## src/rtl/rfsh_pkg.sv

```systemverilog
package rfsh_pkg;

  typedef enum logic [1:0] {
    RF_RAS_ONLY = 2'd0,
    RF_CBR      = 2'd1,
    RF_HIDDEN   = 2'd2,
    RF_ALT      = 2'd3
  } rf_mode_e;

  typedef enum logic [2:0] {
    PH_IDLE = 3'd0,
    PH_LEAD = 3'd1,
    PH_GAP  = 3'd2,
    PH_ACT  = 3'd3,
    PH_PRE  = 3'd4
  } rf_phase_e;

  // Select code 3 falls back to row-addressed refresh.
  function automatic rf_mode_e resolve_mode(input logic [1:0] sel);
    return (sel == 2'd3) ? RF_RAS_ONLY : rf_mode_e'(sel);
  endfunction

  function automatic int unsigned max3(input int unsigned a, input int unsigned b,
                                       input int unsigned c);
    int unsigned m;
    m = (a > b) ? a : b;
    return (m > c) ? m : c;
  endfunction

endpackage

```

## src/rtl/rfsh_interval_timer.sv

```systemverilog
module rfsh_interval_timer #(
  parameter int unsigned INTERVAL = 3120
) (
  input  logic clk,
  input  logic rst_n,
  input  logic take,
  output logic pending
);
  localparam int unsigned CNT_W = $clog2(INTERVAL + 1);

  logic [CNT_W-1:0] cnt_q;
  logic             expire;

  assign expire = (cnt_q == CNT_W'(INTERVAL - 1));

  always_ff @(posedge clk or negedge rst_n) begin
    if (!rst_n) begin
      cnt_q   <= '0;
      pending <= 1'b0;
    end else begin
      cnt_q   <= expire ? '0 : cnt_q + 1'b1;
      pending <= expire | (pending & ~take);
    end
  end
endmodule

```

## src/rtl/rfsh_row_counter.sv

```systemverilog
module rfsh_row_counter #(
  parameter int unsigned ROW_W = 8
) (
  input  logic             clk,
  input  logic             rst_n,
  input  logic             step,
  output logic [ROW_W-1:0] row
);
  function automatic logic [ROW_W-1:0] row_after(input logic [ROW_W-1:0] r);
    return r + 1'b1;
  endfunction

  always_ff @(posedge clk or negedge rst_n) begin
    if (!rst_n)    row <= '0;
    else if (step) row <= row_after(row);
  end
endmodule

```

## src/rtl/rfsh_phase_fsm.sv

```systemverilog
module rfsh_phase_fsm
  import rfsh_pkg::*;
#(
  parameter int unsigned T_RAS     = 4,
  parameter int unsigned T_RP      = 3,
  parameter int unsigned CAS_LEAD  = 1,
  parameter int unsigned HID_BURST = 2
) (
  input  logic       clk,
  input  logic       rst_n,
  input  logic       pending,
  input  logic       gnt,
  input  logic [1:0] mode_sel,
  output logic       start,
  output logic       row_done,
  output rf_mode_e   act_mode,
  output logic       ras_n,
  output logic       cas_n,
  output logic       busy
);
  localparam int unsigned PH_W = $clog2(max3(T_RAS, T_RP, CAS_LEAD) + 1);
  localparam int unsigned BU_W = $clog2(HID_BURST + 1);

  rf_phase_e        st_q;
  rf_mode_e         mode_q;
  logic [PH_W-1:0]  ph_q;
  logic [BU_W-1:0]  burst_q;
  logic             ph_last;

  assign ph_last  = (ph_q == '0);
  assign start    = (st_q == PH_IDLE) && pending && gnt;
  assign row_done = (st_q == PH_ACT) && ph_last && (mode_q == RF_RAS_ONLY);
  assign act_mode = mode_q;

  always_ff @(posedge clk or negedge rst_n) begin
    if (!rst_n) begin
      st_q    <= PH_IDLE;
      mode_q  <= RF_RAS_ONLY;
      ph_q    <= '0;
      burst_q <= '0;
    end else begin
      unique case (st_q)
        PH_IDLE: if (start) begin
          mode_q <= resolve_mode(mode_sel);
          unique case (resolve_mode(mode_sel))
            RF_CBR: begin
              st_q <= PH_LEAD;
              ph_q <= PH_W'(CAS_LEAD - 1);
            end
            RF_HIDDEN: begin
              st_q    <= PH_GAP;
              ph_q    <= PH_W'(T_RP - 1);
              burst_q <= BU_W'(HID_BURST - 1);
            end
            default: begin
              st_q <= PH_ACT;
              ph_q <= PH_W'(T_RAS - 1);
            end
          endcase
        end
        PH_LEAD, PH_GAP: begin
          if (ph_last) begin
            st_q <= PH_ACT;
            ph_q <= PH_W'(T_RAS - 1);
          end else ph_q <= ph_q - 1'b1;
        end
        PH_ACT: begin
          if (ph_last) begin
            ph_q <= PH_W'(T_RP - 1);
            if (mode_q == RF_HIDDEN && burst_q != '0) begin
              st_q    <= PH_GAP;
              burst_q <= burst_q - 1'b1;
            end else st_q <= PH_PRE;
          end else ph_q <= ph_q - 1'b1;
        end
        PH_PRE: begin
          if (ph_last) st_q <= PH_IDLE;
          else         ph_q <= ph_q - 1'b1;
        end
        default: st_q <= PH_IDLE;
      endcase
    end
  end

  always_comb begin
    ras_n = 1'b1;
    cas_n = 1'b1;
    busy  = 1'b0;
    unique case (st_q)
      PH_LEAD: begin cas_n = 1'b0; busy = 1'b1; end
      PH_GAP:  begin cas_n = 1'b0; busy = 1'b1; end
      PH_ACT:  begin
        ras_n = 1'b0;
        cas_n = (mode_q == RF_RAS_ONLY);
        busy  = 1'b1;
      end
      default: ;
    endcase
  end
endmodule

```

## src/rtl/dram_refresh_seq.sv

```systemverilog
module dram_refresh_seq
  import rfsh_pkg::*;
#(
  parameter int unsigned INTERVAL  = 3120,
  parameter int unsigned T_RAS     = 4,
  parameter int unsigned T_RP      = 3,
  parameter int unsigned CAS_LEAD  = 1,
  parameter int unsigned HID_BURST = 2,
  parameter int unsigned ROW_W     = 8
) (
  input  logic             clk,
  input  logic             rst_n,
  input  logic [1:0]       mode_sel,
  input  logic             ref_gnt,
  output logic             ref_req,
  output logic             ras_n,
  output logic             cas_n,
  output logic [ROW_W-1:0] row_addr,
  output logic             busy
);
  logic     seq_start;
  logic     seq_row_done;
  rf_mode_e seq_mode;

  rfsh_interval_timer #(.INTERVAL(INTERVAL)) u_timer (
    .clk     (clk),
    .rst_n   (rst_n),
    .take    (seq_start),
    .pending (ref_req)
  );

  rfsh_phase_fsm #(
    .T_RAS(T_RAS), .T_RP(T_RP), .CAS_LEAD(CAS_LEAD), .HID_BURST(HID_BURST)
  ) u_fsm (
    .clk      (clk),
    .rst_n    (rst_n),
    .pending  (ref_req),
    .gnt      (ref_gnt),
    .mode_sel (mode_sel),
    .start    (seq_start),
    .row_done (seq_row_done),
    .act_mode (seq_mode),
    .ras_n    (ras_n),
    .cas_n    (cas_n),
    .busy     (busy)
  );

  rfsh_row_counter #(.ROW_W(ROW_W)) u_rows (
    .clk   (clk),
    .rst_n (rst_n),
    .step  (seq_row_done),
    .row   (row_addr)
  );
endmodule

```

## config.mk

```make
export PLATFORM = sky130hd
export DESIGN_NAME = dram_refresh_seq
export DESIGN_NICKNAME = d
export VERILOG_FILES = /design/src/rtl/rfsh_pkg.sv /design/src/rtl/rfsh_interval_timer.sv /design/src/rtl/rfsh_row_counter.sv /design/src/rtl/rfsh_phase_fsm.sv /design/src/rtl/dram_refresh_seq.sv
export SDC_FILE = /design/constraint.sdc
export NUM_CORES = 1
export LEC_CHECK = 0
export ABC_CLOCK_PERIOD_IN_PS = 4780
export BUFFER_PORTS_ARGS = -buffer_cell sky130_fd_sc_hd__buf_2
export CORE_AREA = 2 2 65 48
export CTS_BUF_LIST = sky130_fd_sc_hd__clkbuf_8
export CTS_CLUSTER_DIAMETER = 30
export CTS_CLUSTER_SIZE = 40
export DETAILED_ROUTE_END_ITERATION = 12
export DIE_AREA = 0 0 67 50
export GPL_TIMING_DRIVEN = 0
export PLACE_DENSITY = 0.86
export RECOVER_POWER = 100
export SLEW_MARGIN = 20
export SYNTH_ARGS = -nofsm -noshare
export SYNTH_HDL_FRONTEND = slang
export SYNTH_SLANG_ARGS = --single-unit
```

## constraint.sdc

```tcl
create_clock -name clk -period 4.78 [get_ports clk]
set_clock_uncertainty 0.05 [all_clocks]
set_input_delay 0.717 -clock clk [delete_from_list [all_inputs] [get_ports clk]]
set_output_delay 0.717 -clock clk [all_outputs]
set_load 0.05 [all_outputs]
```

==> results of run 1 <==
==> state kept, by name (all words and copies together) (netlist names) <==
register,flops
u_fsm.ph_q,3
u_fsm.act_mode,2
u_timer.cnt_q,12
u_timer.pending,1
u_fsm.burst_q,2
u_fsm.st_q,3
u_rows.row,8
==> Yosys cell counts, drive strengths merged (2+ instances only) <==
master | instances | area, µm²
maj3 | 2 | 20.02
or2 | 2 | 12.52
nand3 | 5 | 25.02
nand2b | 2 | 20.02
xor2 | 6 | 52.55
inv | 11 | 41.29
nor3 | 5 | 41.29
nor2 | 16 | 67.56
nand2 | 8 | 30.03
o31ai | 2 | 15.01
and3 | 4 | 30.03
nor2b | 2 | 12.51
a211oi | 2 | 15.01
ha | 7 | 87.58
xnor2 | 9 | 78.83
a21oi | 3 | 18.77
buf | 4 | 35.03
dfrtp | 31 | 775.7
nand4 | 9 | 56.30
mux2 | 3 | 41.29
o21ai | 2 | 10.00
==> metrics by stage <==
stage	hold slack [ps]	instances
floorplan	371.4	157
global placement	407.4	209
detailed placement	411.0	209
CTS	424.2	217
global route	457.5	217
finish	424.8	217
==> final timing paths <==
kind                       slack, ps                           end                      start
setup / recovery                2240     u_rows.row[7]$_DFFE_PN0P_  u_fsm.ph_q[0]$_DFFE_PN0P_
hold / removal                   420     u_rows.row[7]$_DFFE_PN0P_  u_rows.row[7]$_DFFE_PN0P_
setup reg to reg                2240     u_rows.row[7]$_DFFE_PN0P_  u_fsm.ph_q[0]$_DFFE_PN0P_
hold reg to reg                  420     u_rows.row[7]$_DFFE_PN0P_  u_rows.row[7]$_DFFE_PN0P_
max in group asynchronous       3010   u_timer.cnt_q[11]$_DFF_PN0_                      rst_n
min in group asynchronous        770  u_fsm.burst_q[0]$_DFFE_PN0P_                      rst_n
==> metal layers <==
metal,global-route usage [%],wire [µm],vias to the layer above
met5,0,0,-
met1,30.61,1566,588
li1,-,-,601
met4,8.163,21,0
met2,31.52,1365,22
met3,6.164,126,3
==> cell families after synthesis <==
group	synth area share (%)
buffers and inverters	4.475
and+or+nand+nor	23.33
DFF	45.49
AOI/OAI and AO/OA	9.685
muxes	3.008
xor gates and xnor gates	7.704
adders and majority gates	6.309
==> layout make-up <==
class / instances / area [µm²]
well taps: 36 / 45.04
repair buffers: 16 / 62.56
multi-input cells: 111 / 798.3
inverters: 11 / 41.29
fillers: 229 / 883.3
clock inverters: 3 / 12.51
plain buffers: 4 / 35.03
flip-flops and latches: 31 / 775.7
clock buffers: 5 / 68.82
==> cells in the final DEF, fill, tap and decap left out, types with 4 or more instances in the layout <==
cell	n
nor2_1	16
and3_1	4
clkbuf_8	5
nor3_1	5
inv_1	13
nand2_1	8
nand4_1	9
clkbuf_1	14
dfrtp_1	31
nand3_1	5
xor2_1	6
ha_1	7
xnor2_1	9
==> power breakdown <==
part           switching [mW]  internal, mW
Combinational           0.307         0.166
Clock                  0.0890        0.0975
Sequential             0.0486         0.319
Total                   0.444         0.582
==> results_dict.tcl, run 1 <==
set metrics [dict create \
    rsz0062_at_grt "no" \
    finalSetupViolCount 0 \
    final_area_um2 1839 \
    globalRouteOverflowTotal 0 \
    power.total_mw 1.027 \
    crit_family "simple AND/OR/NAND/NOR gates" \
    synth-edff-count 0 \
    ir_drop_mv 0.2807 \
    path_depth 6 \
    grt_pass1_wl_um 5375 \
    drt_wl_total_um 3079 \
    ys_ff_latch 31 \
    power_leakage_nw 0.8642 \
    cp-end-kind "register" \
    fin_nets 192 \
    clkTransAtPathRegs_ps 60 \
    critPathMaxStageDelay_ps 1030 \
    cp.required_ps 4890 \
    tightest_slew_ps 1555 \
    antenna_found_initial 0 \
    grt_max_degree 32 \
    violations "capacitance limit, slew limit" \
    gp_congestion 0.9371 \
    rr_worst_depth 6 \
    dp_hpwl_um 2242 \
    fp.dieW_um 67 \
    avgRoutedWirePerCell_um 14.19 \
    post-route-min-period_ps 2537 \
    cts-root-buf "clkbuf_8" \
    slew_headroom_pct -3.635 \
    drv_slew 32 \
    hold_path_class "register to register" \
    ys_warn_count 0 \
    path_cells "inv_1, ha_1, nand2b_1, nor4_1, nand4_1, xnor2_1" \
    yosysSeqAreaShare_pct 45.49 \
    vias_per_cell 5.594 \
    ys.flop_type "dfrtp_1" \
    drive_above_1_share_pct 11.05 \
    p_per_area_nw_per_um2 558.3 \
    grt_pass1_vias 1189 \
    critPathSlowestCell "nor4_1" \
    initial_utilization_pct 62.64 \
    synth.distinct_cells 54 \
    dieHeight_um 50 \
    final_core_util_pct 67.56 \
    htreeDepth 2 \
    synth_cells 157 \
    async_reset_ff_share_pct 100.0 \
    numCtsBuffers 5 \
    clk_path_buf_depth 2 \
    max-cap-violations 1 \
    postRouteAntennaNets 0 \
    num_antenna_cells 0 \
    syn_to_final_growth_pct 7.850 \
    cts_tree "yes" \
    avgSynthCellArea_um2 10.86 \
    tns_ps 0 \
    pin_count 17 \
    fmax_mhz 394.2 \
    fin_crit_sh_pct 53.08 \
    coreArea_um2 2723 \
    placed_area_um2 1831 \
    vias 1214 \
    post_cts_resized 0 \
    hold_depth 1 \
    rows 16 \
    final_hold_viol_count 0 \
    syn-cell-area_um2 1705 \
    crit_fanout 8 \
    port_buffers 16 \
    cp.arrival_ps 2650 \
    critPathKind "register to register" \
    cp-start-kind "register" \
    cts_setup_buffers 0 \
    fp.dieArea_um2 3350 \
    critPathBufInv 1 \
    drc_errors 0 \
    cts_hold_buffers 0 \
    finalWorstSetupSlack_ps 2243 \
    insertion_delay_ps 280 \
    syn_nets 169 \
    first_pass_iters 4 \
    pre_cts_ws_ps 2787 \
    drtIter0Drc 75 \
    status "finished, violations left" \
    track_usage_pct 21.67 \
    cts_sinks 31 \
]
(Power assumes the default switching activity.)
==> inputs of run 2 (changes only) <==
Settings changed: ABC_CLOCK_PERIOD_IN_PS 4780 to 2100, CORE_AREA 2 2 65 48 to 2 2 70 52, DIE_AREA 0 0 67 50 to 0 0 72 54, PLACE_DENSITY 0.86 to 0.78.
Clock period 4.78 ns to 2.1 ns, I/O delays scaled along.
==> run 2 against run 1 <==
- the flow still finishes with violations (capacitance limit, slew limit)
- non-clock buffer count did not move
- cell count rose by 1.8%
- die area rose by 16%
- combinational power rose by 130%
- core utilization fell by 11 points
- via count rose by 1.6%
- highest routed layer unchanged
- register-to-register slack got worse by 2000 ps
- routed wire length rose by 3.6%
==> results_dict.tcl, run 2 (synthesis gave the netlist of run 1 again) <==
set metrics [dict create \
    status "finished, violations left" \
    violations "capacitance limit, slew limit" \
    insertion_delay_ps 290 \
    r2r-start "u_fsm.ph_q[0]$_DFFE_PN0P_" \
    cts_tree "yes" \
    rsz0062_at_grt "no" \
    layout_common_cells "31 x dfrtp_1, 14 x nor2_1, 11 x inv_1, 11 x clkbuf_1" \
    grt_pass1_vias 1182 \
    slew_headroom_pct -5.489 \
    fin_nets 192 \
    largest_register_ffs 12 \
    final_common_cell "dfrtp_1" \
    fp.dieArea_um2 3888 \
    post_cts_resized 0 \
    grt_pass1_wl_um 5561 \
    largest_registers "u_timer.cnt_q: 12 flops, u_rows.row: 8 flops" \
    holdWs_ps 370.2 \
    pin_count 17 \
    drv_slew 32 \
    drive_above_1_share_pct 16.57 \
    syn_to_final_growth_pct 10.71 \
    cts-root-buf "clkbuf_8" \
    critPathLaunch "u_fsm.st_q[1]$_DFFE_PN0P_" \
    avgRoutedWirePerCell_um 14.43 \
    cp-start-kind "register" \
    clk_path_buf_depth 2 \
    finalSetupViolCount 0 \
    hold_path_class "input port to async pin" \
    vias 1234 \
    rr_endpoint "u_rows.row[1]$_DFFE_PN0P_" \
    dieHeight_um 54 \
    crit_fanout 9 \
    globalRouteOverflowTotal 0 \
    vias_per_cell 5.584 \
    gp_congestion 0.9259 \
    top_register "u_timer.cnt_q" \
    fp.dieW_um 72 \
    power_leakage_nw 0.8770 \
    rr_worst_depth 5 \
    drc_errors 0 \
    cp.required_ps 1740 \
    htreeDepth 2 \
    postRouteAntennaNets 0 \
    cts_hold_buffers 0 \
    max-cap-violations 1 \
    numCtsBuffers 5 \
    num_antenna_cells 0 \
    initial_utilization_pct 51.51 \
    clkTransAtPathRegs_ps 70 \
    cp-end-kind "output port" \
    first_pass_iters 8 \
    fin_crit_sh_pct 90.70 \
    p_per_area_nw_per_um2 1276 \
    critPathKind "register to output port" \
    coreArea_um2 3311 \
    n_fill_cell 305 \
    antenna_found_initial 0 \
    rows 18 \
    grt_max_degree 32 \
    r2r_setup_slack_ps 250 \
    drt_wl_total_um 3189 \
    port_buffers 16 \
    ir_drop_mv 0.7071 \
    drtIter0Drc 58 \
    track_usage_pct 19.45 \
    tns_ps 0 \
    post-route-min-period_ps 1905 \
    tightest_slew_ps 1582 \
    final_hold_viol_count 0 \
    cp.arrival_ps 1540 \
    cts_sinks 31 \
    cts_setup_buffers 0 \
    fmax_mhz 525.0 \
    dp_hpwl_um 2289 \
    endpoint "cas_n" \
]
[run 2: report_power, final]
group,leakage (nW),internal [mW],switching [mW]
registers,0.390,0.726,0.122
logic,0.439,0.402,0.713
clock network,0.0477,0.226,0.221
[run 2: stage by stage]
stage / setup WS, ps / instances / utilization, % / area [µm²] / power, mW
after detailed placement: 233.5 / 213 / 55.52 / 1838 / 1.997
after floorplan: 23.67 / 157 / - / 1708 / 1.758
final: 195.3 / 221 / 57.03 / 1888 / 2.410
after global placement: 277.9 / 213 / 55.52 / 1838 / 1.960
after global routing: 73.96 / 221 / 57.03 / 1888 / 2.575
after CTS: 222.3 / 221 / 58.05 / 1922 / 2.449
[run 2: metal layers]
metal | global-route usage, % | wire length, µm | share of wire, % | up-vias
met5 | 0 | 0 | 0 | -
met4 | 7.547 | 49 | 1.5 | 0
met3 | 5.618 | 175 | 5.5 | 5
met2 | 30.09 | 1396 | 44 | 30
met1 | 26.15 | 1568 | 49 | 595
li1 | - | - | - | 604
[run 2: how the worst min path moves through the flow]
stage	cells after the start	start	endpoint	slack [ps]
final	1	rst_n	u_timer.cnt_q[9]$_DFF_PN0_	370
after global routing	4	ref_gnt	u_fsm.burst_q[1]$_DFFE_PN0P_	450
after CTS	1	rst_n	u_fsm.ph_q[2]$_DFFE_PN0P_	30
after detailed placement	1	rst_n	u_fsm.ph_q[2]$_DFFE_PN0P_	340
after global placement	1	rst_n	u_fsm.ph_q[2]$_DFFE_PN0P_	330
after floorplan	0	rst_n	u_fsm.act_mode[0]$_DFFE_PN0P_	-30
[run 2: critical path, stage by stage, from the launching register on]
cell and delay, ps:
dfrtp_1 360, buf_4 170, nor2_1 260, nor2_2 80, o31ai_1 70, clkbuf_2 310
[run 2: cell type report]
class / instances / area (µm²) / share of cell area (%)
Clock buffer: 5 / 68.82 / 3.645
Timing Repair Buffer: 16 / 66.31 / 3.512
Buffer: 4 / 35.03 / 1.856
Multi-Input combinational cell: 111 / 835.8 / 44.27
Inverter: 11 / 41.29 / 2.187
Clock inverter: 3 / 15.01 / 0.7952
Sequential cell: 31 / 775.7 / 41.09
Tap cell: 40 / 50.05 / 2.651
==> inputs of run 3 (changes only) <==
Settings changed: CAP_MARGIN set to 20, SETUP_SLACK_MARGIN set to 0.2.
==> run 3 against run 2 <==
- the run still ends with capacitance limit, slew limit left
- routed wire length up 1.8%
- via count up 0.73%
- critical path depth down 2
- clock power up 33%
- first-iteration DRC count decreased by 8.6%
- largest cell class unchanged
- largest power group unchanged
==> results_dict.tcl, run 3 (synthesis gave the netlist of run 1 again) <==
set metrics [dict create \
    path_cells "buf_2, nor2_2, clkbuf_1" \
    cts_hold_buffers 0 \
    place_inst 213 \
    cp.arrival_ps 1560 \
    pin_count 17 \
    fp.dieArea_um2 3888 \
    port_buffers 16 \
    avgRoutedWirePerCell_um 14.55 \
    r2r_setup_slack_ps 220 \
    rr_endpoint "u_fsm.act_mode[0]$_DFFE_PN0P_" \
    drt_wl_total_um 3245 \
    globalRouteOverflowTotal 0 \
    insertion_delay_ps 270 \
    coreArea_um2 3311 \
    cts-root-buf "clkbuf_8" \
    drv_slew 32 \
    critPathKind "register to output port" \
    cp-start-kind "register" \
    final_common_cell "dfrtp_1" \
    largest_register_ffs 12 \
    fin_crit_sh_pct 91.67 \
    dp_hpwl_um 2356 \
    cp-end-kind "output port" \
    clk_path_buf_depth 2 \
    max-cap-violations 1 \
    rr_worst_depth 6 \
    violations "capacitance limit, slew limit" \
    num_antenna_cells 0 \
    top_register "u_timer.cnt_q" \
    cp.required_ps 1740 \
    layoutNonFillerInstCount 223 \
    drive_above_1_share_pct 18.03 \
    power_leakage_nw 0.8979 \
    syn_to_final_growth_pct 14.01 \
    finalWorstSetupSlack_ps 174.9 \
    rsz0062_at_grt "no" \
    p_per_area_nw_per_um2 1334 \
    drc_errors 0 \
    gp_congestion 0.9007 \
    cts_tree "yes" \
    r2r-start "u_fsm.st_q[0]$_DFFE_PN0P_" \
    clkTransAtPathRegs_ps 70 \
    layout_common_cells "31 x dfrtp_1, 14 x nor2_1, 13 x clkbuf_1, 11 x inv_1" \
    fin_nets 194 \
    fp.dieW_um 72 \
    dieHeight_um 54 \
    tns_ps 0 \
    grt_pass1_vias 1245 \
    grt_pass1_wl_um 5602 \
    largest_registers "u_timer.cnt_q: 12 flops, u_rows.row: 8 flops" \
    tightest_slew_ps 1617 \
    initial_utilization_pct 51.51 \
    grt_max_degree 32 \
    crit_fanout 10 \
    critPathSlowestCell "clkbuf_1" \
    track_usage_pct 19.65 \
    pre_cts_ws_ps 216.9 \
    antenna_found_initial 0 \
    vias 1243 \
    slew_headroom_pct -7.816 \
    first_pass_iters 4 \
    fmax_mhz 519.5 \
    finalSetupViolCount 0 \
    rows 18 \
    postRouteAntennaNets 0 \
    final_hold_viol_count 0 \
    hold_path_class "input port to async pin" \
    numCtsBuffers 5 \
    status "finished, violations left" \
    drtIter0Drc 53 \
    vias_per_cell 5.574 \
    cts_sinks 31 \
    post-route-min-period_ps 1925 \
    htreeDepth 2 \
    ir_drop_mv 0.6111 \
    critPathMaxStageDelay_ps 490 \
]
## run 3: through the flow
| step | hold slack, ps | cell area (µm²) | util (%) | power (mW) |
|---|---|---|---|---|
| global placement | 336.4 | 1843 | 55.67 | 1.965 |
| finish | 391.2 | 1944 | 58.73 | 2.593 |
| detailed placement | 345.0 | 1843 | 55.67 | 2.010 |
| global route | 450.4 | 1944 | 58.73 | 2.764 |
| CTS | 43.78 | 1963 | 59.30 | 2.620 |
| floorplan | -30.59 | 1713 | - | 1.770 |
## run 3: area by class of cell
class                   count  area (µm²)
multi-input cells         111       848.3
plain buffers               4       35.03
flip-flops and latches     31       775.7
clock buffers               6       82.58
fillers                   292        1366
repair buffers             18       76.32
well taps                  40       50.05
clock inverters             2       35.03
inverters                  11       41.29
## run 3: layer usage
metal / up-vias / wire length (µm) / track usage, % / part of all wire (%)
li1: 607 / - / - / -
met1: 608 / 1542 / 24.09 / 48
met2: 24 / 1533 / 33.02 / 47
met3: 4 / 129 / 5.805 / 4.0
met4: 0 / 39 / 8.176 / 1.2
met5: - / 0 / 0 / 0
## run 3: worst max path at each step
stage	from	to	slack, ps	cells past startpoint
finish	u_fsm.st_q[2]$_DFFE_PN0P_	busy	170	3
global route	u_fsm.st_q[2]$_DFFE_PN0P_	busy	110	3
CTS	u_fsm.st_q[0]$_DFFE_PN0P_	cas_n	210	5
detailed placement	u_fsm.ph_q[0]$_DFFE_PN0P_	u_fsm.burst_q[0]$_DFFE_PN0P_	220	6
global placement	u_fsm.ph_q[0]$_DFFE_PN0P_	u_rows.row[1]$_DFFE_PN0P_	290	5
floorplan	u_fsm.st_q[2]$_DFFE_PN0P_	cas_n	300	3
## run 3: worst max-delay path, delay by kind of cell, from the launching register on
family                 cells  cell delay [ps]
flip-flops                 1              430
buffers and inverters      2              700
AND/OR/NAND/NOR            1              160
## run 3: where the power goes
group	total, mW	internal, mW	switching, mW
Combinational	1.14	0.414	0.728
Clock	0.594	0.383	0.210
Sequential	0.858	0.726	0.132
Total	2.59	1.52	1.07
## run 3: timing repair
action,4_1_cts,5_1_grt
endpoints found under the setup margin,1,9
setup buffers,0,2
cloned,0,0
pin swaps,0,1
resized for setup,1,2
